==> config.mk <==
export PLATFORM = sky130hd
export DESIGN_NAME = prot_region_unit
export DESIGN_NICKNAME = d
export VERILOG_FILES = /design/src/rtl/prot_pkg.sv /design/src/rtl/prot_region_file.sv /design/src/rtl/prot_region_match.sv /design/src/rtl/prot_priority_sel.sv /design/src/rtl/prot_perm_eval.sv /design/src/rtl/prot_region_unit.sv
export SDC_FILE = /design/constraint.sdc
export NUM_CORES = 1
export LEC_CHECK = 0
export ABC_AREA = 1
export ABC_CLOCK_PERIOD_IN_PS = 5200
export BUFFER_PORTS_ARGS = -buffer_cell sky130_fd_sc_hd__buf_2
export CORE_AREA = 5 5 249 251
export DETAILED_ROUTE_END_ITERATION = 10
export DIE_AREA = 0 0 254 256
export GPL_ROUTABILITY_DRIVEN = 1
export PLACE_DENSITY = 0.66
export SLEW_MARGIN = 20
export SYNTH_ARGS = -nofsm -noshare
export SYNTH_HDL_FRONTEND = slang
export SYNTH_SLANG_ARGS = --single-unit
==> constraint.sdc <==
create_clock -name clk -period 5.2 [get_ports clk]
set_clock_uncertainty 0.1 [all_clocks]
set_input_delay 0.78 -clock clk [delete_from_list [all_inputs] [get_ports clk]]
set_output_delay 0.78 -clock clk [all_outputs]
set_load 0.02 [all_outputs]
==> src/rtl/prot_pkg.sv <==
package prot_pkg;

    parameter int unsigned PR_ADDR_W  = 32;
    parameter int unsigned PR_REGIONS = 8;
    parameter int unsigned PR_SUBS    = 8;
    parameter int unsigned PR_SIZE_W  = 5;
    parameter int unsigned PR_MIN_N   = 4;

    typedef enum logic [1:0] {
        PERM_NONE = 2'b00,
        PERM_RO   = 2'b01,
        PERM_RW   = 2'b10,
        PERM_RSVD = 2'b11
    } perm_e;

    typedef enum logic [1:0] {
        KIND_READ  = 2'b00,
        KIND_WRITE = 2'b01,
        KIND_EXEC  = 2'b10,
        KIND_BAD   = 2'b11
    } kind_e;

    typedef struct packed {
        logic                   en;
        logic [PR_ADDR_W-1:0]   base;
        logic [PR_SIZE_W-1:0]   size_n;
        perm_e                  priv_perm;
        perm_e                  user_perm;
        logic                   xn;
        logic [PR_SUBS-1:0]     sub_off;
    } region_cfg_t;

    typedef struct packed {
        logic unit_en;
        logic bg_en;
    } ctrl_t;

endpackage

==> src/rtl/prot_region_file.sv <==
module prot_region_file
    import prot_pkg::*;
#(
    parameter int unsigned NUM_REGIONS = PR_REGIONS,
    parameter int unsigned IDX_W       = $clog2(NUM_REGIONS)
) (
    input  logic                          clk,
    input  logic                          rst_n,
    input  logic                          cfg_we,
    input  logic [IDX_W-1:0]              cfg_idx,
    input  region_cfg_t                   cfg_wdata,
    input  logic                          ctl_we,
    input  ctrl_t                         ctl_wdata,
    output region_cfg_t [NUM_REGIONS-1:0] regions_o,
    output ctrl_t                         ctrl_o
);

    localparam logic [PR_SIZE_W-1:0] MIN_N = PR_SIZE_W'(PR_MIN_N);

    typedef struct packed {
        region_cfg_t [NUM_REGIONS-1:0] rgn;
        ctrl_t                         ctl;
    } state_t;

    state_t state_d, state_q;

    always_comb begin
        state_d = state_q;
        if (cfg_we) begin
            state_d.rgn[cfg_idx] = cfg_wdata;
            if (cfg_wdata.size_n < MIN_N) begin
                state_d.rgn[cfg_idx].size_n = MIN_N;
            end
        end
        if (ctl_we) begin
            state_d.ctl = ctl_wdata;
        end
    end

    always_ff @(posedge clk or negedge rst_n) begin
        if (!rst_n) begin
            state_q <= '0;
        end else begin
            state_q <= state_d;
        end
    end

    assign regions_o = state_q.rgn;
    assign ctrl_o    = state_q.ctl;

endmodule

==> src/rtl/prot_region_match.sv <==
module prot_region_match
    import prot_pkg::*;
#(
    parameter int unsigned ADDR_W = PR_ADDR_W
) (
    input  region_cfg_t       cfg,
    input  logic [ADDR_W-1:0] addr,
    output logic              hit
);

    localparam int unsigned SUB_IDX_W = $clog2(PR_SUBS);
    localparam int unsigned SHIFT_W   = PR_SIZE_W + 1;

    logic [SHIFT_W-1:0]   span_log;
    logic [ADDR_W-1:0]    keep_mask;
    logic                 in_range;
    logic [PR_SIZE_W-1:0] sub_shift;
    logic [ADDR_W-1:0]    sub_vec;
    logic [SUB_IDX_W-1:0] sub_idx;

    always_comb begin
        span_log  = SHIFT_W'(cfg.size_n) + SHIFT_W'(1);
        keep_mask = {ADDR_W{1'b1}} << span_log;
        in_range  = ((addr ^ cfg.base) & keep_mask) == '0;
        sub_shift = cfg.size_n + PR_SIZE_W'(1) - PR_SIZE_W'(SUB_IDX_W);
        sub_vec   = addr >> sub_shift;
        sub_idx   = sub_vec[SUB_IDX_W-1:0];
        hit       = cfg.en && in_range && !cfg.sub_off[sub_idx];
    end

endmodule

==> src/rtl/prot_priority_sel.sv <==
module prot_priority_sel #(
    parameter int unsigned NUM_REGIONS = 8,
    parameter int unsigned IDX_W       = $clog2(NUM_REGIONS)
) (
    input  logic [NUM_REGIONS-1:0] hits,
    output logic                   any_hit,
    output logic [IDX_W-1:0]       win_idx
);

    always_comb begin
        any_hit = 1'b0;
        win_idx = '0;
        for (int i = 0; i < NUM_REGIONS; i++) begin
            if (hits[i]) begin
                any_hit = 1'b1;
                win_idx = IDX_W'(i);
            end
        end
    end

endmodule

==> src/rtl/prot_perm_eval.sv <==
module prot_perm_eval
    import prot_pkg::*;
(
    input  perm_e perm,
    input  logic  xn,
    input  kind_e kind,
    output logic  ok
);

    logic can_read;
    logic can_write;

    always_comb begin
        can_read  = (perm == PERM_RO) || (perm == PERM_RW);
        can_write = (perm == PERM_RW);
        unique case (kind)
            KIND_READ:  ok = can_read;
            KIND_WRITE: ok = can_write;
            KIND_EXEC:  ok = can_read && !xn;
            default:    ok = 1'b0;
        endcase
    end

endmodule

==> src/rtl/prot_region_unit.sv <==
module prot_region_unit
    import prot_pkg::*;
#(
    parameter int unsigned NUM_REGIONS = PR_REGIONS,
    parameter int unsigned ADDR_W      = PR_ADDR_W,
    parameter int unsigned SIZE_W      = PR_SIZE_W,
    parameter int unsigned SUBS        = PR_SUBS,
    parameter int unsigned IDX_W       = $clog2(NUM_REGIONS)
) (
    input  logic              clk,
    input  logic              rst_n,
    input  logic              cfg_we,
    input  logic [IDX_W-1:0]  cfg_idx,
    input  logic              cfg_en,
    input  logic [ADDR_W-1:0] cfg_base,
    input  logic [SIZE_W-1:0] cfg_size_n,
    input  logic [1:0]        cfg_priv_perm,
    input  logic [1:0]        cfg_user_perm,
    input  logic              cfg_xn,
    input  logic [SUBS-1:0]   cfg_sub_off,
    input  logic              ctl_we,
    input  logic              ctl_unit_en,
    input  logic              ctl_bg_en,
    input  logic [ADDR_W-1:0] acc_addr,
    input  logic [1:0]        acc_kind,
    input  logic              acc_priv,
    output logic              acc_allow,
    output logic              acc_fault,
    output logic              acc_hit,
    output logic [IDX_W-1:0]  acc_region
);

    region_cfg_t                   wr_cfg;
    ctrl_t                         wr_ctl;
    region_cfg_t [NUM_REGIONS-1:0] regions;
    ctrl_t                         ctrl;
    logic [NUM_REGIONS-1:0]        hits;
    logic                          any_hit;
    logic [IDX_W-1:0]              win_idx;
    region_cfg_t                   win_cfg;
    perm_e                         eff_perm;
    logic                          perm_ok;

    always_comb begin
        wr_cfg.en        = cfg_en;
        wr_cfg.base      = cfg_base;
        wr_cfg.size_n    = cfg_size_n;
        wr_cfg.priv_perm = perm_e'(cfg_priv_perm);
        wr_cfg.user_perm = perm_e'(cfg_user_perm);
        wr_cfg.xn        = cfg_xn;
        wr_cfg.sub_off   = cfg_sub_off;
        wr_ctl.unit_en   = ctl_unit_en;
        wr_ctl.bg_en     = ctl_bg_en;
    end

    prot_region_file #(
        .NUM_REGIONS (NUM_REGIONS),
        .IDX_W       (IDX_W)
    ) i_file (
        .clk       (clk),
        .rst_n     (rst_n),
        .cfg_we    (cfg_we),
        .cfg_idx   (cfg_idx),
        .cfg_wdata (wr_cfg),
        .ctl_we    (ctl_we),
        .ctl_wdata (wr_ctl),
        .regions_o (regions),
        .ctrl_o    (ctrl)
    );

    for (genvar g = 0; g < NUM_REGIONS; g++) begin : g_match
        prot_region_match #(
            .ADDR_W (ADDR_W)
        ) i_match (
            .cfg  (regions[g]),
            .addr (acc_addr),
            .hit  (hits[g])
        );
    end

    prot_priority_sel #(
        .NUM_REGIONS (NUM_REGIONS),
        .IDX_W       (IDX_W)
    ) i_sel (
        .hits    (hits),
        .any_hit (any_hit),
        .win_idx (win_idx)
    );

    always_comb begin
        win_cfg  = regions[win_idx];
        eff_perm = acc_priv ? win_cfg.priv_perm : win_cfg.user_perm;
    end

    prot_perm_eval i_perm (
        .perm (eff_perm),
        .xn   (win_cfg.xn),
        .kind (kind_e'(acc_kind)),
        .ok   (perm_ok)
    );

    always_comb begin
        if (!ctrl.unit_en) begin
            acc_allow  = 1'b1;
            acc_hit    = 1'b0;
            acc_region = '0;
        end else if (any_hit) begin
            acc_allow  = perm_ok;
            acc_hit    = 1'b1;
            acc_region = win_idx;
        end else begin
            acc_allow  = acc_priv && ctrl.bg_en;
            acc_hit    = 1'b0;
            acc_region = '0;
        end
        acc_fault = !acc_allow;
    end

endmodule

==> flow_summary.json, run 1 <==
{
  "violations": "negative setup slack",
  "min_period_ns": 5.44,
  "drive_gt1_share_pct": 14.7,
  "hold_violations": 0,
  "finalSetupViolCount": 2,
  "synth_edf_count": 0,
  "gp_congestion": 1.02,
  "fin_ws_ns": -0.238,
  "slew_viol_final": 0,
  "worstPathArrival_ns": 4.56,
  "cts_tree": "done",
  "clkLatencyLatePin_ns": 0.60,
  "crit_path_start_kind": "flop",
  "syn_nets": 4361,
  "clk_pin_slew_ns": 0.06,
  "viasPerCell": 5.84,
  "synth_top_area_share_pct": 34.8,
  "hp-class": "in -> async",
  "crit_required_ns": 4.32,
  "ys_seq_elements": 410,
  "via_count": 30135,
  "die_area_sq_um": 65000,
  "ys_seq_area_share_pct": 34.8,
  "post-place-ws_ns": -0.0222,
  "yosysTopAreaCell": "dfrtp_1",
  "r2r_slack_ns": 3.87,
  "worstSetupPathType": "reg -> out",
  "cts_buffers": 46,
  "grt_setup_unrepaired": "true",
  "slew_headroom_pct": 27.4,
  "fin_crit_sh_pct": 105,
  "wire_per_inst_microns": 22.2,
  "initial_utilization_pct": 49.4,
  "yosys_warnings": 0,
  "ys.flop_type": "dfrtp_1",
  "core_area_sq_um": 59700,
  "power.leakage_nw": 16.2,
  "num_rows": 90,
  "async_reset_ff_share_pct": 100,
  "initialDrtViolationCount": 3510,
  "synth_most_common_cell": "nand2_1",
  "clock_path_buffers": 3,
  "synth_cells": 4218,
  "port-buffer-count": 100,
  "cp_max_fo": 6,
  "antenna_found_initial": 3,
  "pwr-share-clk_pct": 24.4,
  "nFillCells": 5797,
  "cp-end-kind": "output port",
  "p_sw_mw": 5.82,
  "grtUsageTotal_pct": 34.0,
  "avgSynthCellArea_sq_um": 6.99,
  "first_pass_iters": 6,
  "cts-root-buf": "clkbuf_16",
  "drc_errors": 0,
  "clock_sinks": 410,
  "p_total_mw": 13.9,
  "first_global_vias": 27630,
  "die_w_microns": 254,
  "comb_power_share_pct": 44.8,
  "ir_worst_vdd_uv": 254,
  "synth_common_cells": "1072 x nand2_1, 716 x o21ai_0, 449 x nand3_1",
  "ys_types": 62,
  "p_per_area_nw_per_um2": 406,
  "fmax_mhz": 184,
  "nNetsFinal": 4488,
  "ys_top_cells_by_area": "dfrtp_1 35%, nand2_1 14%, o21ai_0 12%, nand3_1 7.6%, xor2_1 5.7%",
  "place_hpwl_mm": 82.8,
  "routed_wirelength_mm": 115,
  "area_growth_pct": 16.2,
  "htreeDepth": 2,
  "fp.dieH_microns": 256,
  "grt-ovfl-total": 0,
  "grt_max_degree": 117,
  "io_pins": 101,
  "drv_cap": 0,
  "p_int_mw": 8.10,
  "synth_area_sq_um": 29500,
  "detail-route-antenna-nets": 0,
  "worst_slew_pin_slew_ns": 1.09,
  "sw_frac_of_total_pct": 41.8,
  "grt_pass1_wl_mm": 171,
  "status": "finished with violations",
  "seq_power_share_pct": 30.8
}
## placed cells by master (no fill, tap or decap), types with 47 or more instances in the layout
| master | n |
|---|---|
| clkbuf_16 | 47 |
| nor2_1 | 205 |
| buf_2 | 97 |
| xnor2_1 | 70 |
| a21oi_1 | 179 |
| o211ai_1 | 54 |
| buf_4 | 209 |
| xor2_1 | 190 |
| o21ai_0 | 704 |
| nand3_1 | 439 |
| inv_1 | 230 |
| dfrtp_1 | 395 |
| nand2_1 | 1050 |
## final timing paths
kind / startpoint / endpoint / cells after the start
setup reg to reg: i_file.regions_o[167] / i_file.regions_o[167] / 5
min in group clk: ctl_unit_en / i_file.ctrl_o[1] / 3
hold reg to reg: flop / flop / 2
max in group asynchronous: rst_n / async pin / 2
setup / recovery: i_file.regions_o[217] / acc_allow / 27
hold / removal: rst_n / async pin / 1
## layout make-up
class / count / area (sq um) / share of cell area, %
Timing Repair inverter: 2 / 15.0 / 0.0438
Antenna cell: 1 / 2.50 / 0.00730
Clock inverter: 19 / 243 / 0.708
Sequential cell: 410 / 10300 / 30.0
Timing Repair Buffer: 374 / 3250 / 9.49
Inverter: 279 / 1080 / 3.15
Clock buffer: 60 / 1310 / 3.81
Multi-Input combinational cell: 3232 / 17100 / 50.0
Tap cell: 782 / 978 / 2.85
## cell families (layout without fill, tap and decap cells)
logic type      Yosys count  after routing  share of synthesized area, %
simple gates           1852           1854                          26.8
xor+xnor                271            271                          8.30
other cells               0              1                             0
flops                   410            410                          34.8
buf+inv                 578            734                          8.73
fa+ha+maj                48             48                          2.04
mux                       2              2                        0.0763
compound gates         1057           1057                          19.3
## power groups by stage
stage          clock, mW  combinational [mW]  sequential (mW)
3_3_place_gp           0                5.79             4.30
2_1_floorplan          0                4.14             4.17
6_report            3.40                6.24             4.28
3_5_place_dp           0                5.81             4.31
5_1_grt             3.58                6.89             4.35
4_1_cts             3.45                6.03             4.27
## per-layer routing
| layer | share of wire [%] | track usage (%) |
|---|---|---|
| met1 | 42 | 49.1 |
| met2 | 43 | 50.7 |
| met3 | 9.5 | 5.70 |
| met4 | 5.2 | 13.9 |
| met5 | 0.010 | 0 |
## timing repair
action	4_1_cts	5_1_grt
pin swaps	33	32
resized for setup	99	62
gates cloned	3	3
setup buffers	26	8
hold buffers	0	0
setup endpoints to repair	3	3
## worst max-delay path, stage by stage (launching register included)
cell and delay, ns:
dfrtp_2 0.44, ha_4 0.19, nand3_2 0.09, xor2_1 0.51, nor2_1 0.08, nand3_1 0.08
o21ai_0 0.09, nor2_1 0.14, nand2_1 0.07, nor2_1 0.14, nand2_2 0.14, nor2_1 0.15
nand3_1 0.11, nand2_1 0.08, inv_1 0.08, a21oi_4 0.25, buf_4 0.22, nand3_1 0.09
nand3_1 0.09, nand3_1 0.09, nand2_2 0.09, ha_4 0.21, nor2_1 0.08, nand2_1 0.06
nand2_2 0.09, nand2_1 0.06, nand2_1 0.09, buf_6 0.12
## stage by stage
stage                     util [%]  cells  area (sq um)  TNS, ns  hold slack (ns)
after CTS                     56.9   5147         34000   -0.239            0.135
after global placement        53.4   5039         31900  -0.0442            0.360
after global routing          57.4   5158         34300   -0.971            0.169
after detailed placement      53.4   5039         31900  -0.0222            0.373
after floorplan                  -   4218         29500        0            0.344
final                         57.5   5159         34300   -0.471            0.110
Note: power is estimated with default switching activity, not from simulation.
==> run 2: changes to the inputs <==
--- a/config.mk
+++ b/config.mk
@@ -6,11 +6,11 @@
 export NUM_CORES = 1
 export LEC_CHECK = 0
 export ABC_AREA = 1
-export ABC_CLOCK_PERIOD_IN_PS = 5200
+export ABC_CLOCK_PERIOD_IN_PS = 6300
 export BUFFER_PORTS_ARGS = -buffer_cell sky130_fd_sc_hd__buf_2
-export CORE_AREA = 5 5 249 251
+export CORE_AREA = 2 2 246 248
 export DETAILED_ROUTE_END_ITERATION = 10
-export DIE_AREA = 0 0 254 256
+export DIE_AREA = 0 0 248 250
 export GPL_ROUTABILITY_DRIVEN = 1
 export PLACE_DENSITY = 0.66
 export SLEW_MARGIN = 20
==> constraint.sdc (replaced) <==
create_clock -name clk -period 6.3 [get_ports clk]
set_clock_uncertainty 0.1 [all_clocks]
set_input_delay 0.945 -clock clk [delete_from_list [all_inputs] [get_ports clk]]
set_output_delay 0.945 -clock clk [all_outputs]
set_load 0.02 [all_outputs]
==> run 2 against run 1 <==
- the flow now finishes without violations
- sequential share of layout area grew 1.6 points
- register-to-register slack gained 1.1 ns
- global-route usage grew 2.0 points
- cell count shrank 2.9%
- setup slack gained 0.46 ns
- combinational power shrank 25%
- clock power shrank 7.6%
- routed wire length shrank 0.91%
- core utilization shrank 2.9 points
- first-iteration DRC count grew 4.7%
- count of clock-buffer cells in the layout grew 10
- critical endpoint unchanged
- highest routed layer unchanged
==> flow_summary.json, run 2 (synthesis results as in run 1) <==
{
  "initialDrtViolationCount": 3674,
  "nNetsFinal": 4329,
  "htreeDepth": 2,
  "grtUsageTotal_pct": 36.0,
  "initial_utilization_pct": 49.5,
  "r2r_start": "i_file.regions_o[268]",
  "worstPathArrival_ns": 5.03,
  "final_cell_area_sq_um": 32500,
  "cts_buffers": 47,
  "crit_required_ns": 5.25,
  "power.leakage_nw": 15.3,
  "die_w_microns": 248,
  "clock_sinks": 410,
  "num_rows": 90,
  "dpl_cell_area_sq_um": 30400,
  "layout_common_cells": "1062 x nand2_1, 716 x o21ai_0, 448 x nand3_1",
  "gp_congestion": 1.03,
  "nFillCells": 5927,
  "hold_violations": 0,
  "antenna_found_initial": 6,
  "finalSetupViolCount": 0,
  "clock_path_buffers": 3,
  "viasPerCell": 5.93,
  "final_cell_count_no_fill": 5010,
  "grt-ovfl-total": 0,
  "cts-root-buf": "clkbuf_16",
  "cts_tree": "done",
  "startpoint": "acc_addr[14]",
  "hold_buffers": 0,
  "drc_errors": 0,
  "via_count": 29692,
  "post-place-ws_ns": 0.399,
  "cp-end-kind": "output port",
  "fin_ws_ns": 0.221,
  "grt_max_degree": 145,
  "final_util_pct": 54.6,
  "hp-class": "in -> async",
  "ir_worst_vdd_uv": 241,
  "place_hpwl_mm": 80.1,
  "cp_max_fo": 11,
  "fmax_mhz": 165,
  "final_common_cell": "nand2_1",
  "die_area_sq_um": 62000,
  "io_pins": 101,
  "fp.dieH_microns": 250,
  "worstSetupPathType": "in -> out",
  "slew_viol_final": 0,
  "wire_per_inst_microns": 22.7,
  "p_per_area_nw_per_um2": 351,
  "dp.cells": 4909,
  "slew_headroom_pct": 22.8,
  "area_growth_pct": 10.2,
  "drive_gt1_share_pct": 10.3,
  "detail-route-antenna-nets": 0,
  "first_global_vias": 26925,
  "port-buffer-count": 100,
  "min_period_ns": 6.08,
  "grt_pass1_wl_mm": 168,
  "crit_path_start_kind": "primary input",
  "drv_cap": 0,
  "status": "completed",
  "worst_slew_pin_slew_ns": 1.16,
  "fin_crit_sh_pct": 96.5,
  "core_area_sq_um": 59600,
  "clkLatencyLatePin_ns": 0.61,
  "clk_pin_slew_ns": 0.06,
  "routed_wirelength_mm": 114,
  "first_pass_iters": 6
}
-- run 2: cell count changes in the layout (fill, tap and decap cells not counted), moves of 10 or more --
| cell | before | now |
|---|---|---|
| buf_12 | 44 | 6 |
| buf_4 | 209 | 108 |
| buf_6 | 19 | 2 |
| dfrtp_1 | 395 | 405 |
| dfrtp_2 | 15 | 5 |
| inv_2 | 36 | 25 |
| nand2_1 | 1050 | 1062 |
| o21ai_0 | 704 | 716 |
-- run 2: path summary, 6_finish.rpt --
check | end | slack (ns) | cells after the start
min in group clk | flop | 0.38 | 2
worst max-delay path | acc_allow | 0.22 | 28
max in group asynchronous | i_file.regions_o[319] | 4.59 | 2
worst min-delay path | async pin | 0.22 | 1
worst min register to register | flop | 0.38 | 2
worst max register to register | i_file.regions_o[268] | 5.00 | 3
-- run 2: per-layer routing --
layer | GRT usage, % | wire length, microns | vias to the layer above
met3 | 7.03 | 11100 | 306
met1 | 50.4 | 47500 | 13916
met4 | 16.6 | 5950 | 2
met5 | 0 | 13 | -
li1 | - | - | 13962
met2 | 53.5 | 48900 | 1506
-- run 2: power breakdown --
group | internal (mW) | switching (mW)
clock network | 1.91 | 1.23
logic | 1.63 | 3.08
registers | 3.14 | 0.410
total | 6.68 | 4.72
-- run 2: metrics by stage --
step / total power, mW / hold WS [ns] / TNS (ns)
6_report: 11.4 / 0.218 / 0
5_1_grt: 12.1 / 0.276 / -0.0105
2_1_floorplan: 6.86 / 0.344 / 0
3_3_place_gp: 8.03 / 0.362 / 0
3_5_place_dp: 8.06 / 0.367 / 0
4_1_cts: 11.2 / 0.250 / 0
-- run 2: cell type report --
type | count | area, sq um | share of cell area (%)
Clock inverter | 18 | 335 | 1.03
Clock buffer | 70 | 1430 | 4.41
Tap cell | 782 | 978 | 3.01
Multi-Input combinational cell | 3231 | 16900 | 52.0
Inverter | 279 | 1090 | 3.36
Sequential cell | 410 | 10300 | 31.6
Antenna cell | 3 | 7.51 | 0.0231
Timing Repair Buffer | 217 | 1480 | 4.55
-- run 2: what timing repair did --
action | in CTS | in global routing
setup buffers | 0 | 9
setup endpoints to repair | 2 | 2
resized for setup | 2 | 58
pin swaps | 0 | 2
cloned | 0 | 1
-- run 2: critical path: stages --
cell      delay [ns]
buf_2           0.35
inv_1           0.30
o21ai_0         0.52
nor2_1          0.08
o221ai_1        0.25
o211ai_2        0.20
nand2_1         0.19
nand2_1         0.07
nand3_1         0.07
nand2_1         0.07
nand2_1         0.10
nand3_4         0.17
nand2_1         0.12
a21oi_2         0.03
buf_4           0.20
inv_4           0.13
o211ai_2        0.10
nand3_1         0.07
nand3_1         0.07
nand2_1         0.07
inv_1           0.04
ha_1            0.29
nor2_1          0.11
nand2_1         0.07
nand2_2         0.11
nand2_1         0.06
nand2_1         0.06
buf_2           0.15
